`src/rtl/sdseg_pkg.sv`:
```
package sdseg_pkg;

  typedef enum logic [1:0] {
    DIG_ZERO = 2'b00,
    DIG_POS  = 2'b01,
    DIG_NEG  = 2'b11
  } dig_e;

  // Largest reachable magnitude: sum of all segment weights.
  function automatic int span_max(input int nseg, input bit tern);
    int w;
    int s;
    w = 1;
    s = 0;
    for (int i = 0; i < nseg; i++) begin
      s = s + w;
      w = tern ? w * 3 : w * 2;
    end
    return s;
  endfunction

endpackage

```
`src/rtl/sdseg_range_chk.sv`:
```
module sdseg_range_chk #(
  parameter int NW   = 8,
  parameter int MAXV = 15
) (
  input  logic signed [NW-1:0] n,
  output logic                 ok
);
  always_comb begin
    ok = (int'(n) <= MAXV) && (int'(n) >= -MAXV);
  end
endmodule

```
`src/rtl/sdseg_digit_enc.sv`:
```
module sdseg_digit_enc
  import sdseg_pkg::*;
#(
  parameter int NSEG    = 4,
  parameter int NW      = 8,
  parameter bit TERNARY = 1'b0
) (
  input  logic signed [NW-1:0]     n,
  output logic        [2*NSEG-1:0] cmd
);
  localparam int MAXV = span_max(NSEG, TERNARY);

  generate
    if (TERNARY) begin : g_tern
      // Shift into the unsigned range, take plain ternary digits, subtract one.
      always_comb begin
        int r;
        cmd = '0;
        r = int'(n) + MAXV;
        for (int i = 0; i < NSEG; i++) begin
          case (r % 3)
            0:       cmd[2*i +: 2] = DIG_NEG;
            2:       cmd[2*i +: 2] = DIG_POS;
            default: cmd[2*i +: 2] = DIG_ZERO;
          endcase
          r = r / 3;
        end
      end
    end else begin : g_bin
      always_comb begin
        int mag;
        logic neg;
        cmd = '0;
        neg = n[NW-1];
        mag = neg ? -int'(n) : int'(n);
        for (int i = 0; i < NSEG; i++) begin
          if (((mag >> i) & 1) != 0) begin
            cmd[2*i +: 2] = neg ? DIG_NEG : DIG_POS;
          end
        end
      end
    end
  endgenerate
endmodule

```
`src/rtl/sdseg_seq_mem.sv`:
```
module sdseg_seq_mem #(
  parameter int NW    = 8,
  parameter int DEPTH = 8,
  localparam int AW   = $clog2(DEPTH)
) (
  input  logic                 clk,
  input  logic                 rst_n,
  input  logic                 wr_en,
  input  logic        [AW-1:0] wr_addr,
  input  logic signed [NW-1:0] wr_data,
  input  logic                 play_en,
  input  logic                 adv,
  output logic signed [NW-1:0] rd_data
);
  localparam logic [AW-1:0] LAST = AW'(DEPTH - 1);

  logic signed [NW-1:0] mem [DEPTH];
  logic [AW-1:0] ptr_q;
  logic [AW-1:0] ptr_d;
  logic          wr_hit;

  always_comb begin
    wr_hit = wr_en && (int'(wr_addr) < DEPTH);
    if (!play_en) begin
      ptr_d = '0;
    end else if (adv) begin
      ptr_d = (ptr_q == LAST) ? '0 : ptr_q + 1'b1;
    end else begin
      ptr_d = ptr_q;
    end
  end

  always_ff @(posedge clk or negedge rst_n) begin
    if (!rst_n) begin
      ptr_q <= '0;
    end else begin
      ptr_q <= ptr_d;
    end
  end

  always_ff @(posedge clk) begin
    if (wr_hit) begin
      mem[wr_addr] <= wr_data;
    end
  end

  assign rd_data = mem[ptr_q];
endmodule

```
`src/rtl/sdseg_bias_enc.sv`:
```
module sdseg_bias_enc
  import sdseg_pkg::*;
#(
  parameter int NSEG      = 4,
  parameter int NW        = 8,
  parameter bit TERNARY   = 1'b0,
  parameter int SEQ_DEPTH = 8,
  localparam int AW       = $clog2(SEQ_DEPTH)
) (
  input  logic                 clk,
  input  logic                 rst_n,
  input  logic                 play_en,
  input  logic                 in_valid,
  output logic                 in_ready,
  input  logic signed [NW-1:0] in_n,
  input  logic                 sample_tick,
  input  logic                 wr_en,
  input  logic        [AW-1:0] wr_addr,
  input  logic signed [NW-1:0] wr_data,
  output logic [2*NSEG-1:0]    cmd,
  output logic                 upd,
  output logic                 err
);
  localparam int MAXV = span_max(NSEG, TERNARY);

  logic                 take_in;
  logic                 take_seq;
  logic                 load;
  logic signed [NW-1:0] seq_n;
  logic signed [NW-1:0] src_n;
  logic                 src_ok;
  logic [2*NSEG-1:0]    enc_cmd;

  logic [2*NSEG-1:0]    cmd_q, cmd_d;
  logic                 upd_q, upd_d;
  logic                 err_q, err_d;

  assign in_ready = !play_en;

  always_comb begin
    take_in  = in_valid && !play_en;
    take_seq = sample_tick && play_en;
    load     = take_in || take_seq;
    src_n    = play_en ? seq_n : in_n;
  end

  sdseg_seq_mem #(.NW(NW), .DEPTH(SEQ_DEPTH)) u_mem (
    .clk     (clk),
    .rst_n   (rst_n),
    .wr_en   (wr_en),
    .wr_addr (wr_addr),
    .wr_data (wr_data),
    .play_en (play_en),
    .adv     (take_seq),
    .rd_data (seq_n)
  );

  sdseg_range_chk #(.NW(NW), .MAXV(MAXV)) u_rng (
    .n  (src_n),
    .ok (src_ok)
  );

  sdseg_digit_enc #(.NSEG(NSEG), .NW(NW), .TERNARY(TERNARY)) u_enc (
    .n   (src_n),
    .cmd (enc_cmd)
  );

  // Next state: the whole command word is replaced in one step or kept.
  always_comb begin
    cmd_d = cmd_q;
    upd_d = 1'b0;
    err_d = 1'b0;
    if (load) begin
      if (src_ok) begin
        cmd_d = enc_cmd;
        upd_d = 1'b1;
      end else begin
        err_d = 1'b1;
      end
    end
  end

  always_ff @(posedge clk or negedge rst_n) begin
    if (!rst_n) begin
      cmd_q <= '0;
      upd_q <= 1'b0;
      err_q <= 1'b0;
    end else begin
      cmd_q <= cmd_d;
      upd_q <= upd_d;
      err_q <= err_d;
    end
  end

  assign cmd = cmd_q;
  assign upd = upd_q;
  assign err = err_q;
endmodule

```
`config.mk`:
```
export PLATFORM = sky130hd
export DESIGN_NAME = sdseg_bias_enc
export DESIGN_NICKNAME = d
export VERILOG_FILES = /design/src/rtl/sdseg_pkg.sv /design/src/rtl/sdseg_range_chk.sv /design/src/rtl/sdseg_digit_enc.sv /design/src/rtl/sdseg_seq_mem.sv /design/src/rtl/sdseg_bias_enc.sv
export SDC_FILE = /design/constraint.sdc
export NUM_CORES = 1
export LEC_CHECK = 0
export BUFFER_PORTS_ARGS = -buffer_cell sky130_fd_sc_hd__buf_2
export CAP_MARGIN = 20
export CORE_ASPECT_RATIO = 1.5
export CORE_MARGIN = 3
export CORE_UTILIZATION = 40
export DETAILED_ROUTE_END_ITERATION = 12
export SYNTH_ARGS = -nofsm -noshare
export SYNTH_HDL_FRONTEND = slang
export SYNTH_SLANG_ARGS = --single-unit
```
`constraint.sdc`:
```
create_clock -name clk -period 8.1 [get_ports clk]
set_input_delay 0.81 -clock clk [delete_from_list [all_inputs] [get_ports clk]]
set_output_delay 0.81 -clock clk [all_outputs]
set_load 0.005 [all_outputs]
```
==> results of run 1 <==
-- cells by family after synthesis --
family / after synthesis / share of synthesized area, %
AO/OA/AOI/OAI: 23 / 5.52
XOR/XNOR: 4 / 1.07
adder cells (fa/ha/maj): 4 / 1.52
buffers and inverters: 12 / 1.71
flip-flops: 77 / 68.3
multiplexers: 42 / 15.8
AND/OR/NAND/NOR: 37 / 6.01
-- state kept, by name, summed over array words and instances, names as in the netlist --
name,cells
cmd,8
err,1
u_mem.mem,64
u_mem.ptr_q,3
upd,1
-- layer usage --
layer | wire length, um | share of wire [%] | GRT usage [%]
met1 | 2690 | 42 | 18.9
met2 | 3240 | 51 | 25.2
met3 | 352 | 5.5 | 4.29
met4 | 119 | 1.9 | 7.44
met5 | 0 | 0 | 0
-- path summary, 6_finish.rpt --
check                                from  slack (ns)  endpoint  depth (start not counted)
max                        u_mem.ptr_q[0]        4.67    cmd[0]                         10
min reg2reg                        cmd[4]        0.50    cmd[4]                          1
max reg2reg                u_mem.ptr_q[0]        4.67    cmd[0]                         10
max in group asynchronous           rst_n        7.50       err                          1
min                                 rst_n        0.36       upd                          1
min in group clk                   cmd[4]        0.50    cmd[4]                          1
-- area by class of cell --
| cell class | instances | area (um2) | share of cell area, % |
|---|---|---|---|
| Inverter | 6 | 22.5 | 0.581 |
| Tap cell | 102 | 128 | 3.29 |
| Clock buffer | 12 | 258 | 6.65 |
| Timing Repair Buffer | 36 | 183 | 4.71 |
| Clock inverter | 4 | 45.0 | 1.16 |
| Sequential cell | 77 | 2250 | 58.0 |
| Multi-Input combinational cell | 110 | 995 | 25.7 |
-- synthesized netlist by cell type, types with 2 or more instances --
master	instances	area [um2]
nand2b_1	4	25.0
inv_1	6	22.5
mux4_2	6	135
a21oi_1	3	15.0
nand2_1	3	11.3
mux2i_1	25	250
edfxtp_1	64	1920
and2_1	2	12.5
nor2_1	13	48.8
nand3_1	2	10.0
a31oi_1	5	31.3
mux2_2	10	113
dfrtp_1	13	325
xnor2_1	3	26.3
nor3_1	2	10.0
a22oi_1	9	67.6
buf_2	3	15.0
nor2b_1	7	43.8
buf_4	2	15.0
ha_1	4	50.1
-- power groups by stage --
stage	registers (W)	clock network [W]	logic (W)
global placement	0.000480	0	0.000114
floorplan	0.000481	0	0.0000694
detailed placement	0.000482	0	0.000116
finish	0.000473	0.000400	0.000113
CTS	0.000474	0.000409	0.000116
global route	0.000477	0.000426	0.000127
-- stage by stage --
stage | utilization [%] | power, W | instances | area (um2) | setup slack, ns
6_report | 49.7 | 0.000986 | 347 | 3880 | 4.67
5_1_grt | 49.7 | 0.00103 | 347 | 3880 | 4.39
4_1_cts | 49.7 | 0.000998 | 347 | 3880 | 4.63
3_5_place_dp | 45.8 | 0.000597 | 331 | 3570 | 4.64
3_3_place_gp | 45.8 | 0.000594 | 331 | 3570 | 4.70
2_1_floorplan | - | 0.000550 | 199 | 3290 | 4.99
-- worst reg2reg max path, delay by kind of cell, from the launching register on --
| kind | cells | cell delay, ns |
|---|---|---|
| compound gates | 2 | 0.48 |
| fa+ha+maj | 1 | 0.22 |
| buf+inv | 2 | 0.53 |
| flops | 1 | 0.32 |
| mux | 4 | 1.59 |
| simple gates | 1 | 0.18 |
==> qor.yml, run 1 <==
cells_and_area:
  fin_nets: 269
  fill_cells: 684
  drive_gt1_share_pct: 29.4
  mostFrequentLayoutCells: "edfxtp_1, buf_2, mux2i_1"
  layout_commonest_cell: "edfxtp_1"
  diodes: 0
  area_growth_pct: 17.9
power:
  power_frac_clock_pct: 40.5
  max-vdd-ir-drop_v: 0.000160
  pwr-share-comb_pct: 11.5
  p_seq_share_pct: 48.0
  p_switching_w: 0.000212
  intPower_w: 0.000773
  power_density_nw_per_um2: 254
  p_leak_nw: 1.46
  netSwitchingFraction_pct: 21.6
route:
  ant_nets: 0
  drc: 0
  wire_per_inst_um: 18.4
  drt-pass1-iter-count: 5
  drt-total-wl_um: 6400
  num_vias: 1848
  drtIter0Drc: 69
  viasPerCell: 5.33
cts:
  clock_path_buffers: 2
  postCtsHoldBufs: 0
  cts_root_buf: "clkbuf_16"
  clkTransAtPathRegs_ns: 0.06
  htree_levels: 3
  clock_latency_ns: 0.33
  cts_buffers: 9
  cts-resized-gates: 0
  postCtsSetupBuffers: 0
  cts_tree: "yes"
  clock-sinks: 77
synth:
  synth_edf_count: 64
  ys_async_sr_fraction_pct: 16.9
  synth_warnings: 0
  synth.avg_cell_area_um2: 16.5
  syn_inst: 199
  syn_area_um2: 3290
  syn_nets: 228
  synthDistinctLibCells: 33
  ys.flop_type: "edfxtp_1"
  seq_area_frac_synth_pct: 68.3
  synth_seq_cells: 77
worst_setup_path:
  critical_path_buf_inv_count: 2
  crit_top_cell: "mux2_2"
  critical_path.max_fanout: 29
  cp_data_required_time_ns: 8.32
  start_kind: "flop"
  setup.worst_path.end_class: "flop"
  crit_slowest_cell: "mux4_2"
  max_stage_delay_ns: 0.56
  crit_type: "flop to flop"
  critPathTopFamily: "multiplexers"
  crit_arrival_ns: 3.65
  crit_chain: "buf_4 > mux4_2 > mux2_2 > mux2i_1 > inv_1 > ha_1 > nor2b_1 > a31oi_2 > a22oi_4 > mux2_2"
flow_run:
  cap_violations: 0
timing:
  slew_headroom_pct: 32.1
  finClkSkew_ns: 0.00615
  finalSetupViolCount: 0
  finalSetupTns_ns: 0
  period_minus_slack_ns: 3.43
  final_max_slew_viol_count: 0
  finalHoldViolations: 0
  finalCritPeriodShare_pct: 42.4
  fmax_ghz: 0.291
  grt_setup_unrepaired: "no"
  timing.hold.ws_ns: 0.360
  worst_slew_pin_slew_ns: 1.01
floorplan:
  ioPinCount: 36
  core_area_um2: 7810
  design.die.area_um2: 9370
  initial_core_util_pct: 42.1
  fp.dieH_um: 117
  die_w_um: 80.0
  num_rows: 39
outcome:
  status: "complete, no violations"
placed_design:
  portBuffers: 35
  dp_hpwl_um: 4280
  place_congestion: 0.748
grt:
  antenna_found_initial: 0
  grt_first_pass_wirelength_um: 10200
  grt_pass1_vias: 1905
  grt_start_max_net_pins: 30
  grt_use_total_pct: 15.4
  gr-total-overflow: 0
hold_path:
  hp-class: "input port to asynchronous set/reset pin"
(Power assumes the default switching activity.)
==> run 2: changes to the inputs <==
--- a/config.mk
+++ b/config.mk
@@ -5,6 +5,7 @@
 export SDC_FILE = /design/constraint.sdc
 export NUM_CORES = 1
 export LEC_CHECK = 0
+export ABC_AREA = 1
 export BUFFER_PORTS_ARGS = -buffer_cell sky130_fd_sc_hd__buf_2
 export CAP_MARGIN = 20
 export CORE_ASPECT_RATIO = 1.5
==> constraint.sdc (replaced) <==
create_clock -name clk -period 2.77 [get_ports clk]
set_input_delay 0.277 -clock clk [delete_from_list [all_inputs] [get_ports clk]]
set_output_delay 0.277 -clock clk [all_outputs]
set_load 0.005 [all_outputs]
==> run 2 against run 1 <==
Effect of this change: synthesized cell count increased by 87%; fmax increased by 45%; first-iteration DRC count increased by 71%; die area increased by 9.0%; total power increased to 3.0 times the previous value; global-route usage increased by 0.44 points; clock skew decreased by 0.0012 ns; routed wire length increased by 17%; register-to-register slack got worse by 4.3 ns; critical endpoint is now cmd[6]; largest power group unchanged.
==> qor.yml, run 2 <==
outcome:
  status: "complete, no violations"
worst_setup_path:
  crit_type: "flop to flop"
  critPathTopFamily: "simple AND/OR/NAND/NOR gates"
  critical_path.max_fanout: 33
  critical_path_buf_inv_count: 3
  start_kind: "flop"
  crit_arrival_ns: 2.63
  crit_chain: "inv_4 > nand2_1 > nand3_1 > nand3_1 > nand3_2 > nand2_4 > inv_1 > ha_1 > inv_1 > or2_2 > nor2_1 > nand2_1 > nand2_2 > nand2_4 > nand2_4 > nand2_1 > nand2_1"
  cp_data_required_time_ns: 3.04
  max_stage_delay_ns: 0.42
  crit_slowest_cell: "dfrtp_1"
  crit_top_cell: "nand2_1"
  setup.worst_path.end_class: "flop"
floorplan:
  die_w_um: 83.5
  fp.dieH_um: 122
  core_area_um2: 8570
  num_rows: 41
  ioPinCount: 36
  design.die.area_um2: 10200
  initial_core_util_pct: 42.1
power:
  p_leak_nw: 1.94
  totalPowerFinal_w: 0.00291
  power_density_nw_per_um2: 692
  max-vdd-ir-drop_v: 0.000314
synth:
  synth_seq_cells: 77
  seq_area_frac_synth_pct: 62.4
  synth_largest_area_cell: "edfxtp_1"
  synth.top_cell.area_share_pct: 53.3
  syn_nets: 401
  synth_most_common_cell: "nand2_1"
  syn_inst: 372
  synth_area_leaders: "edfxtp_1, nand2_1, dfrtp_1"
  synth_common_cells: "nand2_1, edfxtp_1, inv_1, nand3_1, nor2_1"
  syn_area_um2: 3600
  ys_async_sr_fraction_pct: 16.9
  synthDistinctLibCells: 24
  synth_edf_count: 64
  synth.avg_cell_area_um2: 9.69
  ys.flop_type: "edfxtp_1"
  synth_warnings: 0
cts:
  cts_root_buf: "clkbuf_16"
  postCtsSetupBuffers: 0
  clock-sinks: 77
  cts_tree: "yes"
  cts_buffers: 9
  htree_levels: 3
  cts-resized-gates: 0
  postCtsHoldBufs: 1
  clock_latency_ns: 0.33
  clock_path_buffers: 2
  clkTransAtPathRegs_ns: 0.06
placed_design:
  dp_hpwl_um: 5220
  place_congestion: 0.796
  portBuffers: 35
  dp_cells: 512
timing:
  finalCritPeriodShare_pct: 85.4
  finClkSkew_ns: 0.00491
  finalSetupViolCount: 0
  grt_setup_unrepaired: "no"
  worst_slew_pin_slew_ns: 0.929
  slew_headroom_pct: 37.8
  fmax_ghz: 0.423
  final_max_slew_viol_count: 0
  finalSetupTns_ns: 0
  finalHoldViolations: 0
  period_minus_slack_ns: 2.37
cells_and_area:
  fin_nets: 446
  fin_cells: 529
  layout_commonest_cell: "nand2_1"
  top_register: "u_mem.mem"
  largest_reg_flops: 64
  final-seq-area_um2: 2250
  fill_cells: 781
  area_growth_pct: 16.7
  multiInputGateArea_um2: 1050
  drive_gt1_share_pct: 18.7
  mostFrequentLayoutCells: "nand2_1, edfxtp_1, inv_1"
  diodes: 0
flow_run:
  cap_violations: 0
route:
  viasPerCell: 4.68
  drt-pass1-iter-count: 4
  ant_nets: 0
  drc: 0
  num_vias: 2475
  wire_per_inst_um: 14.2
  drt-total-wl_um: 7500
  drtIter0Drc: 118
grt:
  antenna_found_initial: 0
  grt_start_max_net_pins: 34
  grt_use_total_pct: 15.9
  grt_first_pass_wirelength_um: 12100
  gr-total-overflow: 0
  grt_pass1_vias: 2431
hold_path:
  hp-class: "input port to flop"
-- run 2: changes by cell type in the layout (fill, tap and decap cells not counted), moves of 9 or more --
cell,delta
inv_1,+43
buf_4,+9
mux2i_1,-25
nand2_1,+121
nand3_1,+46
nor2_1,+10
mux2_2,-10
a22oi_1,-9
-- run 2: power breakdown --
group	total, W	switching [W]	leakage [nW]	internal, W
combinational	0.000370	0.000228	1.04	0.000142
sequential	0.00138	0.0000346	0.751	0.00134
clock	0.00116	0.000418	0.147	0.000746
-- run 2: path summary, 6_finish.rpt --
kind,slack (ns),to,depth (start not counted),from
setup / recovery,0.40,cmd[6],17,u_mem.ptr_q[0]
hold / removal,0.20,u_mem.mem[4][4],1,wr_data[4]
setup reg to reg,0.40,cmd[6],17,u_mem.ptr_q[0]
hold reg to reg,0.46,cmd[0],2,cmd[0]
max in group asynchronous,2.18,cmd[5],2,rst_n
min in group asynchronous,0.36,cmd[4],2,rst_n
-- run 2: cells by family after synthesis --
kind of cell / share of synthesized area (%)
AO/OA/AOI/OAI: 1.63
AND/OR/NAND/NOR: 26.1
adder cells (fa/ha/maj): 1.39
buffers and inverters: 8.47
flip-flops: 62.4
-- run 2: per-layer routing --
metal	up-vias	part of all wire [%]	global-route usage [%]
li1	1278	-	-
met1	1119	40	17.9
met2	67	53	28.4
met3	11	4.6	2.96
met4	0	2.2	8.75
met5	-	0	0
-- run 2: final cells by class --
cell class	count	share of cell area, %
clock buffer	14	6.28
clock inverter	2	0.833
inverter	56	5.06
multi-input combinational	227	25.0
sequential	77	53.5
tap	107	3.18
timing repair buffer	46	6.19
-- run 2: worst register-to-register path: stages (launching register included) --
cell and delay (ns):
dfrtp_1 0.42, inv_4 0.27, nand2_1 0.11, nand3_1 0.09
nand3_1 0.09, nand3_2 0.12, nand2_4 0.08, inv_1 0.06
ha_1 0.14, inv_1 0.06, or2_2 0.27, nor2_1 0.10
nand2_1 0.07, nand2_2 0.10, nand2_4 0.09, nand2_4 0.11
nand2_1 0.06, nand2_1 0.06
-- run 2: metrics by stage --
| stage | area, um2 | setup WS (ns) | hold WS (ns) | utilization (%) |
|---|---|---|---|---|
| CTS | 4200 | 0.394 | 0.198 | 49.1 |
| finish | 4200 | 0.405 | 0.202 | 49.1 |
| floorplan | 3600 | 0.534 | -0.0186 | - |
| detailed placement | 3890 | 0.424 | 0.183 | 45.5 |
| global route | 4200 | 0.126 | 0.225 | 49.1 |
| global placement | 3890 | 0.467 | 0.178 | 45.5 |
